### config.mk
export PLATFORM = sky130hd
export DESIGN_NAME = roothub_status
export DESIGN_NICKNAME = d
export VERILOG_FILES = /design/src/rtl/roothub_status_pkg.sv /design/src/rtl/roothub_status_xlate.sv /design/src/rtl/roothub_status_scan.sv /design/src/rtl/roothub_status_susp.sv /design/src/rtl/roothub_status.sv
export SDC_FILE = /design/constraint.sdc
export NUM_CORES = 1
export LEC_CHECK = 0
export ABC_AREA = 1
export BUFFER_PORTS_ARGS = -buffer_cell sky130_fd_sc_hd__buf_4
export CAP_MARGIN = 0
export CORE_AREA = 5 5 159 161
export CTS_BUF_LIST = sky130_fd_sc_hd__clkbuf_4
export DETAILED_ROUTE_END_ITERATION = 8
export DIE_AREA = 0 0 164 166
export PLACE_DENSITY = 0.66
export RECOVER_POWER = 100
export SLEW_MARGIN = 20
export SYNTH_ARGS = -nofsm -noshare
export SYNTH_HDL_FRONTEND = slang
export SYNTH_HIERARCHICAL = 1
export SYNTH_SLANG_ARGS = --single-unit
### constraint.sdc
create_clock -name clk -period 2.5 [get_ports clk]
set_input_delay 0.125 -clock clk [delete_from_list [all_inputs] [get_ports clk]]
set_output_delay 0.125 -clock clk [all_outputs]
set_load 0.03 [all_outputs]
### src/rtl/roothub_status_pkg.sv
package roothub_status_pkg;
  // raw port word field positions
  localparam int PW_CONN   = 0;
  localparam int PW_EN     = 1;
  localparam int PW_OC     = 3;
  localparam int PW_RST    = 4;
  localparam int PW_LS_LO  = 5;
  localparam int PW_PWR    = 9;
  localparam int PW_SPD_LO = 10;
  localparam int PW_CC     = 17;
  localparam int PW_EC     = 18;
  localparam int PW_OCC    = 20;

  // translated response bit positions
  localparam int ST_CONN = 0;
  localparam int ST_EN   = 1;
  localparam int ST_SUSP = 2;
  localparam int ST_OC   = 3;
  localparam int ST_RST  = 4;
  localparam int ST_PWR  = 8;
  localparam int ST_LOW  = 9;
  localparam int ST_HIGH = 10;
  localparam int CH_CONN = 16;
  localparam int CH_EN   = 17;
  localparam int CH_SUSP = 18;
  localparam int CH_OC   = 19;

  localparam logic [3:0] LINK_ACTIVE = 4'd0;
  localparam logic [3:0] LINK_SLEEP  = 4'd3;
  localparam logic [3:0] SPEED_LOW   = 4'd2;
  localparam logic [3:0] SPEED_HIGH  = 4'd3;

  localparam int WORD_W = 32;

  function automatic logic word_dead(input logic [WORD_W-1:0] w);
    return &w;
  endfunction

  function automatic logic word_changed(input logic [WORD_W-1:0] w);
    return w[PW_CC] | w[PW_EC] | w[PW_OCC];
  endfunction
endpackage

### src/rtl/roothub_status_xlate.sv
module roothub_status_xlate
  import roothub_status_pkg::*;
(
  input  logic [WORD_W-1:0] word_i,
  input  logic              susp_chg_i,
  output logic [31:0]       status_o
);
  logic [3:0] link_state;
  logic [3:0] speed;
  logic       unused_word;

  assign link_state  = word_i[PW_LS_LO +: 4];
  assign speed       = word_i[PW_SPD_LO +: 4];
  assign unused_word = ^word_i;

  always_comb begin
    status_o          = '0;
    status_o[ST_CONN] = word_i[PW_CONN];
    status_o[ST_EN]   = word_i[PW_EN];
    status_o[ST_SUSP] = (link_state == LINK_SLEEP) && word_i[PW_PWR];
    status_o[ST_OC]   = word_i[PW_OC];
    status_o[ST_RST]  = word_i[PW_RST];
    status_o[ST_PWR]  = word_i[PW_PWR];
    status_o[ST_LOW]  = word_i[PW_CONN] && (speed == SPEED_LOW);
    status_o[ST_HIGH] = word_i[PW_CONN] && (speed == SPEED_HIGH);
    status_o[CH_CONN] = word_i[PW_CC];
    status_o[CH_EN]   = word_i[PW_EC];
    status_o[CH_SUSP] = susp_chg_i;
    status_o[CH_OC]   = word_i[PW_OCC];
  end
endmodule

### src/rtl/roothub_status_scan.sv
module roothub_status_scan
  import roothub_status_pkg::*;
#(
  parameter int NPORTS = 10,
  parameter int MAPW   = ((NPORTS + 8) / 8) * 8,
  parameter int LENW   = 8
) (
  input  logic                     clk,
  input  logic                     rst_n,
  input  logic [NPORTS*WORD_W-1:0] words_i,
  input  logic [NPORTS-1:0]        susp_flag_i,
  output logic [MAPW-1:0]          map_o,
  output logic [LENW-1:0]          len_o,
  output logic                     nodev_o
);
  localparam int MAPBYTES = MAPW / 8;

  logic [NPORTS-1:0] pend;
  logic [NPORTS-1:0] dead;
  logic [MAPW-1:0]   map_d;
  logic [LENW-1:0]   len_d;
  logic              nodev_d;

  for (genvar p = 0; p < NPORTS; p++) begin : g_port
    assign pend[p] = word_changed(words_i[p*WORD_W +: WORD_W]) | susp_flag_i[p];
    assign dead[p] = word_dead(words_i[p*WORD_W +: WORD_W]);
  end

  always_comb begin
    map_d   = '0;
    nodev_d = |dead;
    for (int i = 0; i < NPORTS; i++) begin
      map_d[i+1] = pend[i];
    end
    if (nodev_d) begin
      map_d = '0;
    end
    len_d = (map_d != '0) ? LENW'(MAPBYTES) : '0;
  end

  always_ff @(posedge clk or negedge rst_n) begin
    if (!rst_n) begin
      map_o   <= '0;
      len_o   <= '0;
      nodev_o <= 1'b0;
    end else begin
      map_o   <= map_d;
      len_o   <= len_d;
      nodev_o <= nodev_d;
    end
  end

  a_r3_len_tracks_map: assert property (@(posedge clk) disable iff (!rst_n)
    (len_o == '0) == (map_o == '0));
  a_r2_flag_marks: assert property (@(posedge clk) disable iff (!rst_n)
    (|susp_flag_i) |=> (nodev_o || len_o != '0));
  a_r1_bit0_clear: assert property (@(posedge clk) disable iff (!rst_n)
    (|pend) && !(|dead) |=> (map_o != '0) && (map_o[0] == 1'b0));
endmodule

### src/rtl/roothub_status_susp.sv
module roothub_status_susp
  import roothub_status_pkg::*;
#(
  parameter int NPORTS = 10
) (
  input  logic                     clk,
  input  logic                     rst_n,
  input  logic [NPORTS*WORD_W-1:0] words_i,
  input  logic [NPORTS-1:0]        sel_i,
  input  logic [NPORTS-1:0]        set_i,
  input  logic [NPORTS-1:0]        clr_i,
  input  logic [NPORTS-1:0]        mark_i,
  output logic [NPORTS-1:0]        flag_o,
  output logic [NPORTS-1:0]        auto_o
);
  logic [NPORTS-1:0] flag_q, flag_d;
  logic [NPORTS-1:0] rec_q, rec_d;
  logic              unused_words;

  assign unused_words = ^words_i;

  for (genvar p = 0; p < NPORTS; p++) begin : g_port
    logic [WORD_W-1:0] w;
    assign w = words_i[p*WORD_W +: WORD_W];
    assign auto_o[p] = sel_i[p] && !word_dead(w) && rec_q[p] &&
                       (w[PW_LS_LO +: 4] == LINK_ACTIVE) && w[PW_PWR];
  end

  always_comb begin
    flag_d = set_i | auto_o | (flag_q & ~clr_i);
    rec_d  = mark_i | (rec_q & ~auto_o);
  end

  always_ff @(posedge clk or negedge rst_n) begin
    if (!rst_n) begin
      flag_q <= '0;
      rec_q  <= '0;
    end else begin
      flag_q <= flag_d;
      rec_q  <= rec_d;
    end
  end

  assign flag_o = flag_q;

  a_r11_set_wins: assert property (@(posedge clk) disable iff (!rst_n)
    (|set_i) |=> ((flag_q & $past(set_i)) == $past(set_i)));
  a_r11_clear_only: assert property (@(posedge clk) disable iff (!rst_n)
    (|(clr_i & ~set_i & ~auto_o)) |=> ((flag_q & $past(clr_i & ~set_i & ~auto_o)) == '0));
  a_r12_record_drops: assert property (@(posedge clk) disable iff (!rst_n)
    (|(auto_o & ~mark_i)) |=> ((rec_q & $past(auto_o & ~mark_i)) == '0));
endmodule

### src/rtl/roothub_status.sv
module roothub_status
  import roothub_status_pkg::*;
#(
  parameter int NPORTS = 10,
  localparam int MAPW  = ((NPORTS + 8) / 8) * 8,
  localparam int LENW  = 8
) (
  input  logic                     clk,
  input  logic                     rst_n,
  input  logic [NPORTS*WORD_W-1:0] port_words_i,
  input  logic [NPORTS-1:0]        susp_set_i,
  input  logic [NPORTS-1:0]        susp_clr_i,
  input  logic [NPORTS-1:0]        susp_mark_i,
  input  logic                     req_valid_i,
  output logic                     req_ready_o,
  input  logic [7:0]               req_port_i,
  output logic                     rsp_valid_o,
  output logic                     rsp_stall_o,
  output logic                     rsp_nodev_o,
  output logic [31:0]              rsp_data_o,
  output logic [MAPW-1:0]          chg_map_o,
  output logic [LENW-1:0]          chg_len_o,
  output logic                     nodev_o
);
  localparam logic [7:0] NP8 = 8'(NPORTS);

  logic              ready_q;
  logic              accept;
  logic              port_ok;
  logic [NPORTS-1:0] sel;
  logic [NPORTS-1:0] flag;
  logic [NPORTS-1:0] auto_set;
  logic [WORD_W-1:0] sel_word;
  logic              sel_susp;
  logic              sel_dead;
  logic [31:0]       xl_word;

  logic              rsp_valid_d, rsp_stall_d, rsp_nodev_d;
  logic [31:0]       rsp_data_d;

  assign accept  = req_valid_i && ready_q;
  assign port_ok = (req_port_i != 8'd0) && (req_port_i <= NP8);

  for (genvar p = 0; p < NPORTS; p++) begin : g_sel
    assign sel[p] = accept && (req_port_i == 8'(p + 1));
  end

  always_comb begin
    sel_word = '0;
    for (int p = 0; p < NPORTS; p++) begin
      if (sel[p]) sel_word = port_words_i[p*WORD_W +: WORD_W];
    end
    sel_susp = |(sel & (flag | auto_set));
    sel_dead = (|sel) && word_dead(sel_word);
  end

  roothub_status_susp #(.NPORTS(NPORTS)) u_susp (
    .clk     (clk),
    .rst_n   (rst_n),
    .words_i (port_words_i),
    .sel_i   (sel),
    .set_i   (susp_set_i),
    .clr_i   (susp_clr_i),
    .mark_i  (susp_mark_i),
    .flag_o  (flag),
    .auto_o  (auto_set)
  );

  roothub_status_xlate u_xlate (
    .word_i     (sel_word),
    .susp_chg_i (sel_susp),
    .status_o   (xl_word)
  );

  roothub_status_scan #(.NPORTS(NPORTS), .MAPW(MAPW), .LENW(LENW)) u_scan (
    .clk         (clk),
    .rst_n       (rst_n),
    .words_i     (port_words_i),
    .susp_flag_i (flag),
    .map_o       (chg_map_o),
    .len_o       (chg_len_o),
    .nodev_o     (nodev_o)
  );

  always_comb begin
    rsp_valid_d = accept;
    rsp_stall_d = accept && !port_ok;
    rsp_nodev_d = accept && port_ok && sel_dead;
    rsp_data_d  = (accept && port_ok && !sel_dead) ? xl_word : '0;
  end

  always_ff @(posedge clk or negedge rst_n) begin
    if (!rst_n) begin
      ready_q     <= 1'b0;
      rsp_valid_o <= 1'b0;
      rsp_stall_o <= 1'b0;
      rsp_nodev_o <= 1'b0;
      rsp_data_o  <= '0;
    end else begin
      ready_q     <= 1'b1;
      rsp_valid_o <= rsp_valid_d;
      if (accept) begin
        rsp_stall_o <= rsp_stall_d;
        rsp_nodev_o <= rsp_nodev_d;
        rsp_data_o  <= rsp_data_d;
      end
    end
  end

  assign req_ready_o = ready_q;

  a_r5_rsp_follows: assert property (@(posedge clk) disable iff (!rst_n)
    (req_valid_i && req_ready_o) |=> rsp_valid_o);
  a_r5_no_spurious: assert property (@(posedge clk) disable iff (!rst_n)
    !(req_valid_i && req_ready_o) |=> !rsp_valid_o);
  a_r6_range_stall: assert property (@(posedge clk) disable iff (!rst_n)
    (req_valid_i && req_ready_o && (req_port_i == 8'd0 || req_port_i > NP8))
    |=> (rsp_stall_o && !rsp_nodev_o && rsp_data_o == '0));
  a_r13_dead_port: assert property (@(posedge clk) disable iff (!rst_n)
    (req_valid_i && req_ready_o && req_port_i != 8'd0 && req_port_i <= NP8 &&
     (&port_words_i)) |=> (rsp_nodev_o && !rsp_stall_o));
endmodule

Word-level counts from Yosys, hierarchy flattened

Cells that the tools add are included.

Register bits after elaboration: 81
Bits in latches: 0
Memory bits (writable): 0
Bits in read-only memories: 0
Input bits: 361
Logic and storage cells: 174
Memories: 0

$add $sub $neg: 0
$mul: 0
Divide/modulo/power cells: 0
$lt $le $gt $ge: 1
Equality and inequality tests: 13
Shift operators: 0
Mux-type cells: 13
Bitwise logic cells: 39
Reduce and logical (&&, ||, !) cells: 98

Operator list:

| kind               | count |
|---|---|
| $reduce_and 32->1  | 11 |
| $mux 32            | 10 |
| $logic_and 1x1->1  | 60 |
| $logic_not 4->1    | 10 |
| $or 10x10->10      | 4 |
| $eq 8x3->1 const B | 4 |
| $and 10x10->10     | 3 |
| $or 1x1->1         | 30 |
| $reduce_or 10->1   | 3 |
| $eq 8x4->1 const B | 3 |
| $mux 20            | 1 |
| $not 10->10        | 2 |
| $eq 8x2->1 const B | 2 |
| $reduce_bool 16->1 | 1 |
| $eq 4x2->1 const B | 3 |
| $logic_not 1->1    | 12 |
| $mux 11            | 1 |
| $eq 8x1->1 const B | 1 |
| $le 8x4->1 const B | 1 |
| $reduce_bool 8->1  | 1 |
| $mux 2             | 1 |

Depth between registers and ports, before layout

Gate-level depths: netlist of the first run.

Depth in word-level cells: 17
Mapped depth: 23
Mapped depth without buffers: 21

Modules after synthesis

Netlist of the first run, hierarchy kept.

Modules (own cells, without submodules):

| module               | instances | cells each | area an instance (sq um) | seq. area each (sq um) |
|---|---|---|---|---|
| roothub_status       | 1         | 988        | 5,271.3                  | 900.9 |
| roothub_status_scan  | 1         | 379        | 1,804.2                  | 300.3 |
| roothub_status_susp  | 1         | 200        | 1,188.6                  | 500.5 |
| roothub_status_xlate | 1         | 42         | 270.3                    | 0.0 |

Worst setup path after synthesis of the first run

OpenSTA, ideal clock, no wires.

Kind: register to register
Start: register ready_q, in the netlist req_ready_o
End: register rsp_data_o[10]
Setup time: 0.119 ns
Arrival: 2.332 ns
Data required time: 2.381 ns
Setup slack: 0.050 ns
Stages on the path, launching flop included: 23
Buffers on the path: 3
Clock period less this slack: 2.450 ns
Cells stage by stage: dfrtp_1 -> nand2_2 -> inv_2 -> nand2_4 -> inv_2 -> nand2_1 -> buf_6 -> buf_2 -> nand3_1 -> nand2_1 -> nand3_1 -> nand2_1 -> nand2_1 -> nand2_1 -> nand2_1 -> nand2_1 -> nor2_1 -> nand2_1 -> nor2_2 -> nand2_4 -> buf_6 -> nand3_2 -> nand2_1

Longest elaborated chain between the ends: 17
Elaborated cells between the ends (all ways): 30
Classes of those cells: eq/ne (1); mux (11); reduce/logical (18)

RTL lines:

| element                  | line                     | source |
|---|---|---|
| start: declaration       | roothub_status.sv:27     | `logic ready_q;` |
| start signal: assignment | roothub_status.sv:94     | `ready_q <= 1'b0;` |
| start signal: assignment | roothub_status.sv:100    | `ready_q <= 1'b1;` |
| $logic_and 1x1->1 (*)    | roothub_status.sv:41     | `assign accept = req_valid_i && ready_q;` |
| via accept               | roothub_status.sv:28     | `logic accept;` |
| $logic_and 1x1->1        | roothub_status.sv:45     | `assign sel[p] = accept && (req_port_i == 8'(p + 1));` |
| $mux 32 (9 in series)    | roothub_status.sv:51     | `if (sel[p]) sel_word = port_words_i[p*WORD_W +: WORD_W];` |
| $mux 32 (*)              | roothub_status.sv:51     |  |
| via sel_word[12]         | roothub_status.sv:33     | `logic [WORD_W-1:0] sel_word;` |
| $reduce_and 32->1        | roothub_status_pkg.sv:36 | `return &w;` |
| $logic_and 1x1->1        | roothub_status.sv:54     | `sel_dead = (\|sel) && word_dead(sel_word);` |
| $logic_not 1->1          | roothub_status.sv:89     | `rsp_data_d = (accept && port_ok && !sel_dead) ? xl_word : '0;` |
| $logic_and 1x1->1        | roothub_status.sv:89     |  |
| $mux 20 (*)              | roothub_status.sv:89     |  |
| end signal: assignment   | roothub_status.sv:105    | `rsp_data_o <= rsp_data_d;` |
| end: declaration         | roothub_status.sv:20     | `output logic [31:0] rsp_data_o,` |

The timed path passes the listed nets; every way through them passes the cells marked *.
A chain may end at the register's enable or synchronous reset.

Final worst setup path of the first run

Start: register ready_q, in the netlist req_ready_o
End: register rsp_data_o[3]

Longest elaborated chain between the ends: 17
Elaborated cells between the ends (all ways): 28
Classes of those cells: mux (11); reduce/logical (17)

RTL lines:

| element               | line |
|---|---|
| $logic_and 1x1->1 (*) | roothub_status.sv:41 |
| via accept            | roothub_status.sv:28 |
| $logic_and 1x1->1     | roothub_status.sv:45 |
| $mux 32 (9 in series) | roothub_status.sv:51 |
| $mux 32 (*)           | roothub_status.sv:51 |
| via sel_word[11]      | roothub_status.sv:33 |
| $reduce_and 32->1 (*) | roothub_status_pkg.sv:36 |
| $logic_and 1x1->1 (*) | roothub_status.sv:54 |
| $logic_not 1->1 (*)   | roothub_status.sv:89 |
| $logic_and 1x1->1 (*) | roothub_status.sv:89 |
| $mux 20 (*)           | roothub_status.sv:89 |

Marks and branches as above.

==> qor.log, run 1 <==
INFO  status         outcome=complete, but fails checks
INFO  status         violated_checks=setup timing
INFO  clock_network  clock_sinks=68
INFO  synth          synth-compound-area-share=0.0652
INFO  timing         setup-tns-final=-1.76ns
INFO  synth          post_synth_mux_area_share=0
INFO  synth          synth_commonest_cells=sky130_fd_sc_hd__nand2_1 (756), sky130_fd_sc_hd__nor2_1 (247), sky130_fd_sc_hd__inv_1 (167)
INFO  detailed_routing antenna_violating_nets_post_route=0
INFO  critical_path  timing.setup.critical_path_class=reg2reg
INFO  critical_path  timing.critical_path.slowest_stage_cell=sky130_fd_sc_hd__dfrtp_1
INFO  critical_path  max_stage_delay=0.42ns
INFO  synth          synth_area_leader_cell=sky130_fd_sc_hd__nand2_1
INFO  die            core_region_area=0.0238sqmm
INFO  worst_hold_path holdCritStartpoint=port_words_i[308]
INFO  clock_network  cell_at_the_root_of_the_clock_tree=sky130_fd_sc_hd__clkbuf_4
INFO  critical_path  worst_r2r_endpoint=rsp_data_o[3]
INFO  detailed_routing detailed_route_iter0_violations=1,286
INFO  synth          synthesis.area=0.00853sqmm
INFO  critical_path  endpoint_kind=register
INFO  die            start_util=0.358
INFO  critical_path  cp_max_fo=8
INFO  detailed_routing via_count=12,600
INFO  timing         period_minus_slack=2.67ns
INFO  detailed_routing detailedRoute.firstPassIterationCount=5
INFO  clock_network  max_clock_buf_depth=2
INFO  timing         final-setup-viol-count=13
INFO  timing         worstMarginPinSlew=1.34ns
INFO  critical_path  cp.arrival=3.03ns
INFO  detailed_routing avgRoutedWirePerCell=21.3um
INFO  synth          syn-instance-count=1,609
INFO  timing         setup_ws=-0.165ns
INFO  critical_path  element_type_at_the_critical_path_start=register
INFO  grt            grt_util_met2=0.646
INFO  grt            grt_first_pass_wirelength=75,200um
INFO  synth          synth_simple_gate_area_frac=0.581
INFO  clock_network  tritoncts_buffer_count=9
INFO  worst_hold_path min_delay_worst_endpoint=u_scan/map_o[10]
INFO  timing         period_utilization_post_route=1.07
INFO  synth          synth_top_area_share=0.333
INFO  clock_network  clock_tree_from_tritoncts=built
INFO  placement      placement.io_buffers=408
INFO  synth          flop_and_latch_count_out_of_synthesis=68
INFO  worst_hold_path min_delay_path_depth=3
INFO  flow_run       max_cap_viol_count=0
INFO  grt            pin_count_of_the_biggest_net_entering_global_routing=43
INFO  power_and_ir_drop power_per_cell_area=227mW/mm^2
INFO  finish         register_area=0.00170sqmm
INFO  clock_network  htree_levels=3
INFO  synth          synth-adder-area-share=0
INFO  critical_path  path_common_cell=sky130_fd_sc_hd__nand2_1
INFO  finish         synthToLayoutAreaGrowth=65.3%
INFO  detailed_routing vias_per_cell=5.07
INFO  synth          synth_top_family_by_area=simple AND/OR/NAND/NOR gates
INFO  synth          post_synth_num_cell_types=34
INFO  die            dieHeight=166um
INFO  worst_hold_path hold_path.class=in2reg
INFO  placement      globalplace.congestion=1.02
INFO  timing         whs=0.0247ns
INFO  die            die_w=164um
INFO  synth          ys.warnings.count=6
INFO  placement      placed_cells=2,382
INFO  grt            grt_busiest_layer=met2
INFO  synth          syn-mean-instance-area=5.30squm
INFO  timing         timing.slew.headroom=0.105
INFO  synth          ffs_w_async_s_r_synth=1.00
INFO  clock_network  clkTransAtPathRegs=0.15ns
INFO  timing         timing_max_transition_violations_final=0
INFO  die            std_cell_rows=57
INFO  finish         multiInputGateArea=0.00607sqmm
INFO  timing         highest_clock_rate=0.375GHz
INFO  finish         filler_cell_count=2,476
INFO  critical_path  rr_worst_depth=21
INFO  timing         final.setup_skew=0.0215ns
INFO  grt            grt_pass1_vias=12,500
INFO  finish         layoutNonFillerInstCount=2,485
INFO  critical_path  crit_path_start=req_ready_o
INFO  power_and_ir_drop totalPowerFinal=3.21mW
INFO  finish         fin_nets=2,515
INFO  finish         post_route_cells_drive_above_1_share=0.363
INFO  timing         grt_setup_unrepaired=true
INFO  grt            globalRouteMet3Util=0.0688
INFO  die            io_pins=422
INFO  detailed_routing drc=0
INFO  critical_path  crit_chain=nand2_2 > inv_2 > nand2_4 > inv_4 > nand2_8 > clkbuf_16 > buf_6 > nand3_2 > nand2_2 > nand3_1 > nand2_1 > nand2_1 > nand2_1 > nand2_1 > nand2_1 > nor2_1 > nand2_2 > nor2_4 > nand2_4 > nand3_2 > nand2_1
INFO  synth          synth_most_common_cell=sky130_fd_sc_hd__nand2_1
INFO  placement      post-place-ws=-0.283ns
INFO  power_and_ir_drop irDropWorstVdd=0.193mV
INFO  clock_network  clock_latency=0.47ns
INFO  timing         finalHoldViolCount=0
INFO  synth          area_share_of_xor_xnor_cells_in_the_synthesized_design=0
INFO  grt            met1_usage=0.434
INFO  critical_path  data_required_time_at_the_worst_endpoint=2.86ns
INFO  synth          synth_sequential_area_ratio=0.199
INFO  grt            globalRoute.totalOverflow=0
INFO  grt            globalRouteTotalUtil=0.365
INFO  synth          post_synth_main_area_contributors=sky130_fd_sc_hd__nand2_1 (33%), sky130_fd_sc_hd__dfrtp_1 (20%), sky130_fd_sc_hd__nor2_1 (11%)
INFO  placement      post-dp-hpwl=42,900um
INFO  synth          synth_edf_count=0
INFO  grt            grt_antenna_before_repair=3
INFO  power_and_ir_drop leakagePower=7.97nW
INFO  critical_path  reg2reg_slack=-0.17ns
INFO  die            die_area=0.0272sqmm
INFO  critical_path  worst_r2r_startpoint=req_ready_o
INFO  synth          synth_top_flop_cell=sky130_fd_sc_hd__dfrtp_1
INFO  detailed_routing drt-total-wl=52,900um
worst max-delay path by stage:
| stage | end | slack [ns] | cells past startpoint |
|---|---|---|---|
| final | rsp_data_o[3] | -0.17 | 21 |
| after global routing | rsp_data_o[1] | -0.25 | 21 |
| after CTS | rsp_nodev_o | -0.07 | 21 |
| after detailed placement | rsp_nodev_o | -0.28 | 21 |
| after global placement | rsp_nodev_o | -0.22 | 21 |
| after floorplan | rsp_data_o[10] | 0.05 | 22 |
where the power goes:
part / switching [mW] / internal, mW / total (mW) / leakage (nW)
combinational: 0.543 / 0.538 / 1.08 / 7.09
clock: 0.564 / 0.411 / 0.975 / 0.0865
sequential: 0.0268 / 1.12 / 1.15 / 0.801
total: 1.13 / 2.07 / 3.21 / 7.97
timing repair:
item                                    in CTS  in global routing
gates resized for setup                     47                 88
cloned                                       5                  8
pin swaps                                   23                 45
hold endpoints to repair                    67                  0
endpoints found under the setup margin      13                 13
hold buffers                                50                  0
setup buffers                               12                 11
routing by layer:
metal / up-vias / routed length, um
met5: - / 13
met4: 2 / 2590
met3: 157 / 4470
met2: 746 / 25900
met1: 5804 / 19900
li1: 5891 / -
critical path, delay by kind of cell, from the launching register on:
family                 cells  cell delay (ns)
buffers and inverters      4             0.51
AND/OR/NAND/NOR           17             1.61
flip-flops                 1             0.42
per-stage QoR:
stage,util,instance area (sq um)
finish,0.592,14100
global placement,0.525,12500
floorplan,-,8650
detailed placement,0.525,12500
global route,0.592,14100
CTS,0.569,13600
layout by cell type (no fill, tap or decap), types with 2 or more instances in the layout:
master                          netlist  layout
sky130_fd_sc_hd__nand2_4              3       7
sky130_fd_sc_hd__dfrtp_1             68      68
sky130_fd_sc_hd__o21ai_0             14      11
sky130_fd_sc_hd__nor2_4               9      14
sky130_fd_sc_hd__nand3b_1             8       8
sky130_fd_sc_hd__nand3_1             66      36
sky130_fd_sc_hd__buf_12               0      18
sky130_fd_sc_hd__a21oi_1             28      27
sky130_fd_sc_hd__dlygate4sd3_1        0      50
sky130_fd_sc_hd__buf_4               47     504
sky130_fd_sc_hd__buf_16               0       2
sky130_fd_sc_hd__o21ai_1              0       3
sky130_fd_sc_hd__nand4_1             14      14
sky130_fd_sc_hd__o22ai_1             12      12
sky130_fd_sc_hd__buf_6                6      12
sky130_fd_sc_hd__bufinv_16            0       2
sky130_fd_sc_hd__nand3_2             31      57
sky130_fd_sc_hd__a21oi_2             11      12
sky130_fd_sc_hd__clkbuf_16            0       7
sky130_fd_sc_hd__or2_2               24      24
sky130_fd_sc_hd__o41ai_1              2       2
sky130_fd_sc_hd__nor2_1             247     235
sky130_fd_sc_hd__nand2_2              4      54
sky130_fd_sc_hd__diode_2              0       2
sky130_fd_sc_hd__inv_2               17      16
sky130_fd_sc_hd__o221a_2             12      12
sky130_fd_sc_hd__nor2_2               8      15
sky130_fd_sc_hd__nand3_4              0       4
sky130_fd_sc_hd__conb_1               3      34
sky130_fd_sc_hd__clkinv_4             0       3
sky130_fd_sc_hd__nor4_1               4       3
sky130_fd_sc_hd__clkbuf_4             0       9
sky130_fd_sc_hd__inv_1              167     167
sky130_fd_sc_hd__nand2_1            756     702
logic make-up (layout without fill, tap and decap cells):
| group | Yosys count | count (layout) |
|---|---|---|
| AOI/OAI and AO/OA | 82 | 82 |
| buffers and inverters | 280 | 798 |
| DFF | 68 | 68 |
| other | 3 | 36 |
| and+or+nand+nor | 1176 | 1177 |
area by class of cell:
type,count,area share
multi-input combinational,1293,0.430
clock buffer,9,0.00479
antenna,2,0.000355
inverter,186,0.0500
tap,324,0.0287
clock inverter,7,0.00701
timing repair buffer,596,0.358
sequential,68,0.121
registers in the layout, summed over array words and instances, names as in the netlist, 10 cells and up:
signal	cells
u_scan/map_o	10
rsp_data_o	32
u_susp/rec_q	10
u_susp/flag_o	10
(Power assumes the default switching activity.)
==> run 2: changes to the inputs <==
ABC_AREA = default   (was 1)
PLACE_DENSITY = default   (was 0.66)
==> run 2 against run 1 <==
Net effect:
- the flow finishes with violations (capacitance limit, slew limit, setup timing)
- final area shrank 5.4%
- sequential share of layout area grew 0.70 points
- via count shrank 4.7%
- synthesized cell count shrank 37%
- non-clock buffer count grew 102
- global-route usage grew 3.8 points
- power grew 9.1%
- count of clock-buffer cells in the layout is the same
- core utilization shrank 3.2 points
- routed wire length grew 9.3%
- critical endpoint is now rsp_data_o[10]
- largest cell class unchanged
- largest power group is now combinational logic
==> qor.log, run 2 <==
INFO  status         outcome=complete, but fails checks
INFO  status         violated_checks=capacitance limit, slew limit, setup timing
INFO  clock_network  cell_at_the_root_of_the_clock_tree=sky130_fd_sc_hd__clkbuf_4
INFO  grt            grt_antenna_before_repair=2 [-1]
INFO  detailed_routing drt-total-wl=57,800um [+9.3%]
INFO  synth          ys.warnings.count=6 [unchanged]
INFO  critical_path  crit_chain=and3b_1 > nand3b_1 > a21oi_1 > or4_1 > a221o_1 > a2111o_1 > nor4_4 > buf_6 > a31oi_4 > a22o_1
INFO  timing         timing_max_transition_violations_final=30 [+30]
INFO  detailed_routing detailedRoute.firstPassIterationCount=7 [+2]
INFO  critical_path  cp_max_fo=7 [-1]
INFO  critical_path  worst_r2r_endpoint=rsp_data_o[10]
INFO  power_and_ir_drop irDropWorstVdd=0.172mV [-11%]
INFO  grt            pin_count_of_the_biggest_net_entering_global_routing=45 [+4.7%]
INFO  timing         period_minus_slack=3.13ns [+0.464 ns]
INFO  clock_network  clock_sinks=68 [unchanged]
INFO  placement      globalplace.congestion=1.02 [about the same]
INFO  die            start_util=0.320 [-0.0387]
INFO  grt            globalRoute.totalOverflow=0 [unchanged]
INFO  die            dieHeight=166um [unchanged]
INFO  critical_path  endpoint_kind=register
INFO  critical_path  timing.setup.critical_path_class=reg2reg
INFO  critical_path  critPathTopFamily=compound AO/OA/AOI/OAI gates
INFO  placement      post-dp-hpwl=48,600um [+13%]
INFO  timing         final.setup_skew=0.0566ns [+0.0350 ns]
INFO  timing         highest_clock_rate=0.320GHz [-15%]
INFO  detailed_routing via_count=12,000 [-4.7%]
INFO  detailed_routing drc=0 [unchanged]
INFO  grt            grt_pass1_vias=12,200 [-2.8%]
INFO  die            core_region_area=0.0238sqmm [unchanged]
INFO  synth          syn-instance-count=1,020 [-37%]
INFO  clock_network  htree_levels=3 [unchanged]
INFO  critical_path  crit_cells=10 [-52%]
INFO  timing         timing.slew.headroom=-0.328 [-0.433]
INFO  grt            globalRouteTotalUtil=0.403 [+0.0375]
INFO  critical_path  reg2reg_slack=-0.63ns [-0.46 ns]
INFO  clock_network  max_clock_buf_depth=2 [unchanged]
INFO  detailed_routing vias_per_cell=6.07 [+20%]
INFO  timing         final-setup-viol-count=13 [unchanged]
INFO  synth          syn-mean-instance-area=7.46squm [+41%]
INFO  worst_hold_path hold_path.class=in2reg
INFO  critical_path  crit_path_start=req_ready_o
INFO  detailed_routing antenna_violating_nets_post_route=0 [unchanged]
INFO  placement      placement.io_buffers=408 [unchanged]
INFO  clock_network  clock_latency=0.50ns [+0.03 ns]
INFO  finish         top_reg_by_flops=rsp_data_o
INFO  finish         post_route_cells_drive_above_1_share=0.428 [+0.0656]
INFO  critical_path  worst_r2r_startpoint=req_ready_o
INFO  timing         finalHoldViolCount=0 [unchanged]
INFO  power_and_ir_drop leakagePower=5.92nW [-26%]
INFO  timing         grt_setup_unrepaired=true
INFO  placement      post-place-ws=-0.800ns [-0.517 ns]
INFO  clock_network  clkTransAtPathRegs=0.21ns [+0.06 ns]
INFO  critical_path  element_type_at_the_critical_path_start=register
INFO  synth          synthesis.area=0.00761sqmm [-11%]
INFO  finish         layout_common_cells=sky130_fd_sc_hd__buf_4 (592), sky130_fd_sc_hd__nor2_1 (90), sky130_fd_sc_hd__nand4_1 (89)
INFO  power_and_ir_drop totalPowerFinal=3.50mW [+9.1%]
INFO  timing         whs=0.0333ns [+0.00855 ns]
INFO  critical_path  data_required_time_at_the_worst_endpoint=2.86ns [about the same]
INFO  power_and_ir_drop power_per_cell_area=262mW/mm^2 [+15%]
INFO  flow_run       max_cap_viol_count=1 [+1]
INFO  critical_path  critical_path.n_buffers_inverters=1 [-3]
INFO  finish         largest_register_ff_count=32 [unchanged]
INFO  detailed_routing detailed_route_iter0_violations=1,601 [+24%]
INFO  detailed_routing avgRoutedWirePerCell=29.2um [+37%]
INFO  finish         final_common_cell=sky130_fd_sc_hd__buf_4
INFO  die            io_pins=422 [unchanged]
INFO  finish         fin_nets=2,007 [-20%]
INFO  timing         period_utilization_post_route=1.25 [+0.186]
INFO  timing         worstMarginPinSlew=1.99ns [+0.649 ns]
INFO  die            die_area=0.0272sqmm [unchanged]
INFO  critical_path  max_stage_delay=0.50ns [+0.08 ns]
INFO  die            die_w=164um [unchanged]
INFO  critical_path  timing.critical_path.slowest_stage_cell=sky130_fd_sc_hd__dfrtp_2
INFO  critical_path  endpoint=rsp_data_o[10]
INFO  grt            grt_first_pass_wirelength=80,800um [+7.4%]
INFO  clock_network  tritoncts_buffer_count=9 [unchanged]
INFO  critical_path  cp.arrival=3.49ns [+0.46 ns]
INFO  critical_path  rr_worst_depth=10 [-52%]
INFO  die            std_cell_rows=57 [unchanged]
INFO  finish         synthToLayoutAreaGrowth=75.3%
INFO  clock_network  clock_tree_from_tritoncts=built
INFO  timing         setup_ws=-0.630ns [-0.464 ns]
## run 2: changes by cell type in the layout (fill, tap and decap cells not counted), sizes merged, moves of 26 or more
cell	delta
nor2	-167
o21ai	+54
buf	+75
nand4	+75
nor3	+26
nor4	+35
nand3	-81
a22o	+42
inv	-151
nand2	-713
a21oi	+48
clkbuf	+29
## run 2: area by class of cell
class / count / area [sq um]
diodes: 2 / 5.00
clock inverters: 7 / 82.6
well taps: 324 / 405
clock buffers: 9 / 67.6
fillers: 2383 / 10500
inverters: 30 / 115
flip-flops and latches: 68 / 1700
multi-input cells: 839 / 5570
repair buffers: 698 / 5390
## run 2: layer usage
| layer | wire (um) | GRT usage | up-vias |
|---|---|---|---|
| met5 | 0 | 0 | - |
| met3 | 6140 | 0.0889 | 174 |
| met2 | 26600 | 0.646 | 892 |
| met4 | 3420 | 0.206 | 0 |
| met1 | 21600 | 0.506 | 5744 |
| li1 | - | - | 5193 |
## run 2: metrics by stage
step           TNS [ns]  utilization  cells  cell area, sq um
6_report          -7.33        0.560   1977             13300
3_3_place_gp      -9.95        0.518   1887             12300
4_1_cts           -7.15        0.553   1966             13200
3_5_place_dp      -9.81        0.518   1887             12300
2_1_floorplan     -7.13            -   1051              7760
5_1_grt           -7.83        0.560   1977             13300
## run 2: worst min-delay path, cell delays in order
cell	delay (ns)
sky130_fd_sc_hd__buf_4	0.10
sky130_fd_sc_hd__nor4_1	0.07
sky130_fd_sc_hd__nor3_1	0.13
## run 2: how the worst min path moves through the flow
stage	startpoint	cells past startpoint	endpoint
global route	port_words_i[18]	3	u_scan/map_o[1]
detailed placement	rst_n	1	u_susp/flag_o[2]
finish	port_words_i[276]	3	u_scan/map_o[9]
floorplan	rst_n	0	req_ready_o
global placement	rst_n	1	u_susp/rec_q[2]
CTS	port_words_i[84]	3	u_scan/map_o[3]
## run 2: repair_timing
item | 4_1_cts | 5_1_grt
setup buffers | 12 | 8
cloned | 1 | 1
resized for setup | 25 | 48
pin swaps | 18 | 23
endpoints found under the hold margin | 49 | 0
hold buffers | 50 | 0
endpoints found under the setup margin | 13 | 20
## run 2: where the power goes
part / internal, mW / leakage (nW) / switching [mW]
logic: 0.681 / 5.05 / 0.770
registers: 1.12 / 0.800 / 0.0187
clock network: 0.322 / 0.0755 / 0.582
==> run 3: changes to the inputs <==
BUFFER_PORTS_ARGS = default   (was -buffer_cell sky130_fd_sc_hd__buf_4)
CORE_AREA = 5 5 163 165   (was 5 5 159 161)
DIE_AREA = 0 0 168 170   (was 0 0 164 166)
DONT_BUFFER_PORTS = 1   (was default)
==> run 3 against run 2 <==
Net effect:
- the flow finishes with violations (hold timing, capacitance limit, slew limit, setup timing)
- die area rose by 4.9%
- register-to-register slack barely moved
- first-iteration DRC count rose by 0.75%
- non-clock buffer count fell by 430
- clock power rose by 2%
- critical path depth rose by 2
- worst setup slack got worse by 0.013 ns
- sequential share of layout area rose by 4.1 points
- sequential cell count did not move
- combinational power fell by 56%
- worst hold slack got worse by 0.038 ns
- maximum frequency fell by 0.40%
- critical endpoint is now rsp_data_o[0]
- largest power group is now sequential cells
==> qor.log, run 3 (synthesis results as in run 2) <==
INFO  flow_run       max_cap_viol_count=1 [unchanged]
INFO  finish         fin_nets=1,577 [-21%]
INFO  timing         period_minus_slack=3.14ns [+0.0126 ns]
INFO  detailed_routing wl_met3=8000um [+30%]
INFO  clock_network  clock_latency=0.49ns [about the same]
INFO  critical_path  reg2reg_slack=-0.64ns [about the same]
INFO  critical_path  endpoint_kind=register
INFO  finish         layout_common_cells=sky130_fd_sc_hd__buf_4 (174), sky130_fd_sc_hd__nor2_1 (95), sky130_fd_sc_hd__nand4_1 (89)
INFO  timing         final-setup-viol-count=15 [+2]
INFO  detailed_routing met2_length=24,500um [-7.7%]
INFO  timing         grt_setup_unrepaired=true
INFO  power_and_ir_drop sequential_share_of_power=0.429 [+0.102]
INFO  timing         setup-tns-final=-7.70ns [-0.366 ns]
INFO  critical_path  cp.arrival=3.48ns [about the same]
INFO  die            io_pins=422 [unchanged]
INFO  detailed_routing vias_per_cell=6.78 [+12%]
INFO  power_and_ir_drop clock_power_share=0.337 [+0.078]
INFO  die            dieHeight=170um [+2.4%]
INFO  critical_path  rr_worst_depth=12 [+2]
INFO  power_and_ir_drop switching_power_share_of_the_total=0.331 [-0.0604]
INFO  detailed_routing via_count=10,500 [-12%]
INFO  finish         finalCoreUtilization=0.406 [-0.154]
INFO  critical_path  data_required_time_at_the_worst_endpoint=2.84ns [-0.02 ns]
INFO  grt            grt_first_pass_wirelength=75,100um [-7.2%]
INFO  worst_hold_path hold_path.class=in2reg
INFO  placement      placement.io_buffers=0 [-100%]
INFO  power_and_ir_drop irDropWorstVdd=0.275mV [+60%]
INFO  die            core_region_area=0.0249sqmm [+4.5%]
INFO  die            die_w=168um [+2.4%]
INFO  finish         synthToLayoutAreaGrowth=32.8%
INFO  clock_network  cell_at_the_root_of_the_clock_tree=sky130_fd_sc_hd__clkbuf_4
INFO  status         outcome=complete, but fails checks
INFO  detailed_routing wirelength_met1=19,800um [-8.4%]
INFO  power_and_ir_drop power_per_cell_area=270mW/mm^2 [+2.9%]
INFO  detailed_routing detailed_route_iter0_violations=1,613 [+0.75%]
INFO  finish         post_route_cells_drive_above_1_share=0.215 [-0.213]
INFO  detailed_routing dr.max_layer_used=met4
INFO  die            die_area=0.0286sqmm [+4.9%]
INFO  timing         finalHoldViolCount=1 [+1]
INFO  clock_network  clock_sinks=68 [unchanged]
INFO  timing         worstMarginPinSlew=1.83ns [-0.158 ns]
INFO  placement      post-dp-hpwl=45,200um [-6.9%]
INFO  clock_network  max_clock_buf_depth=2 [unchanged]
INFO  grt            grt_antenna_before_repair=1 [-1]
INFO  status         violated_checks=hold timing, capacitance limit, slew limit, setup timing
INFO  worst_hold_path min_delay_path_depth=2 [-1]
INFO  power_and_ir_drop switchingPower=903uW [-34%]
INFO  grt            grt_pass1_vias=10,200 [-16%]
INFO  power_and_ir_drop p_int=1.82mW [-14%]
INFO  clock_network  clock_tree_from_tritoncts=built
INFO  clock_network  htree_levels=3 [unchanged]
INFO  detailed_routing detailedRoute.firstPassIterationCount=7 [unchanged]
INFO  timing         period_utilization_post_route=1.26 [+0.00503]
INFO  power_and_ir_drop combPwrFrac=0.234 [-0.181]
INFO  timing         final.setup_skew=0.0579ns [+0.00133 ns]
INFO  grt            globalRouteTotalUtil=0.361 [-0.0418]
INFO  finish         top_reg_by_flops=rsp_data_o
INFO  timing         highest_clock_rate=0.318GHz [-0.40%]
INFO  clock_network  clkTransAtPathRegs=0.18ns [-0.03 ns]
INFO  grt            globalRoute.totalOverflow=0 [unchanged]
INFO  detailed_routing antenna_violating_nets_post_route=0 [unchanged]
INFO  timing         timing.slew.headroom=-0.223 [+0.105]
INFO  grt            pin_count_of_the_biggest_net_entering_global_routing=126 [+180%]
INFO  die            start_util=0.306 [-0.0138]
INFO  clock_network  tritoncts_buffer_count=9 [unchanged]
INFO  detailed_routing drt-total-wl=54,700um [-5.3%]
INFO  critical_path  cp_max_fo=8 [+1]
INFO  power_and_ir_drop leakagePower=3.91nW [-34%]
INFO  die            std_cell_rows=58 [+1.8%]
INFO  detailed_routing avgRoutedWirePerCell=35.3um [+21%]
INFO  critical_path  timing.setup.critical_path_class=reg2reg
INFO  placement      post-place-ws=-0.767ns [+0.0326 ns]
INFO  critical_path  element_type_at_the_critical_path_start=register
INFO  finish         largest_register_ff_count=32 [unchanged]
INFO  detailed_routing drc=0 [unchanged]
INFO  timing         whs=-0.00494ns [-0.0382 ns]
INFO  power_and_ir_drop totalPowerFinal=2.73mW [-22%]
INFO  placement      globalplace.congestion=1.04 [+2.2%]
INFO  timing         setup_ws=-0.642ns [-0.0126 ns]
INFO  timing         timing_max_transition_violations_final=69 [+130%]
INFO  finish         final_common_cell=sky130_fd_sc_hd__buf_4
==> run 3: path summary, 6_finish.rpt <==
path | from | endpoint
min in group asynchronous | rst_n | u_susp/rec_q[0]
worst min register to register | u_susp/rec_q[7] | u_susp/rec_q[7]
worst max-delay path | req_ready_o | rsp_data_o[0]
worst max register to register | req_ready_o | rsp_data_o[0]
worst min-delay path | port_words_i[101] | u_susp/flag_o[3]
max in group asynchronous | rst_n | req_ready_o
==> run 3: cell type report <==
type / instances / area, sq um
Antenna cell: 1 / 2.50
Clock buffer: 9 / 67.6
Clock inverter: 7 / 98.8
Fill cell: 2649 / 14800
Inverter: 30 / 113
Multi-Input combinational cell: 839 / 5480
Sequential cell: 68 / 1700
Tap cell: 330 / 413
Timing Repair Buffer: 268 / 2240
==> run 3: timing repair <==
action | CTS | global route
pin swaps | 7 | 7
endpoints found under the hold margin | 100 | 1
gates resized for setup | 25 | 17
hold buffers | 76 | 1
setup buffers | 8 | 6
cloned | 1 | 0
setup endpoints to repair | 13 | 16
==> run 3: worst max-delay path, stage by stage (launching register included) <==
cell	delay, ns
sky130_fd_sc_hd__dfrtp_2	0.48
sky130_fd_sc_hd__and4b_2	0.34
sky130_fd_sc_hd__nand3_1	0.12
sky130_fd_sc_hd__clkinv_1	0.16
sky130_fd_sc_hd__clkbuf_1	0.33
sky130_fd_sc_hd__a32o_1	0.20
sky130_fd_sc_hd__o22ai_1	0.12
sky130_fd_sc_hd__nor3_1	0.29
sky130_fd_sc_hd__nand4_1	0.16
sky130_fd_sc_hd__nor3_2	0.20
sky130_fd_sc_hd__buf_4	0.18
sky130_fd_sc_hd__a31oi_4	0.16
sky130_fd_sc_hd__a22o_1	0.25
==> run 3: per-layer routing <==
layer  global-route usage  up-vias
met3                0.124      151
met5                    0        -
met1                0.452     5089
met4                0.137        0
met2                0.577      938
li1                     -     4349
==> run 3: power by group through the flow <==
stage,combinational [mW],sequential [mW],clock (mW)
6_report,0.638,1.17,0.919
5_1_grt,0.670,1.17,0.972
4_1_cts,0.623,1.17,0.940
3_5_place_dp,0.496,1.19,0
3_3_place_gp,0.497,1.19,0
2_1_floorplan,0.387,1.18,0
==> run 3: per-stage QoR <==
stage	cell area, sq um	hold slack (ns)	cells
after floorplan	7760	-0.171	1051
after global placement	8910	-0.169	1444
after detailed placement	8910	-0.169	1444
after CTS	10100	0.00318	1545
after global routing	10100	0.0111	1552
final	10100	-0.00494	1552
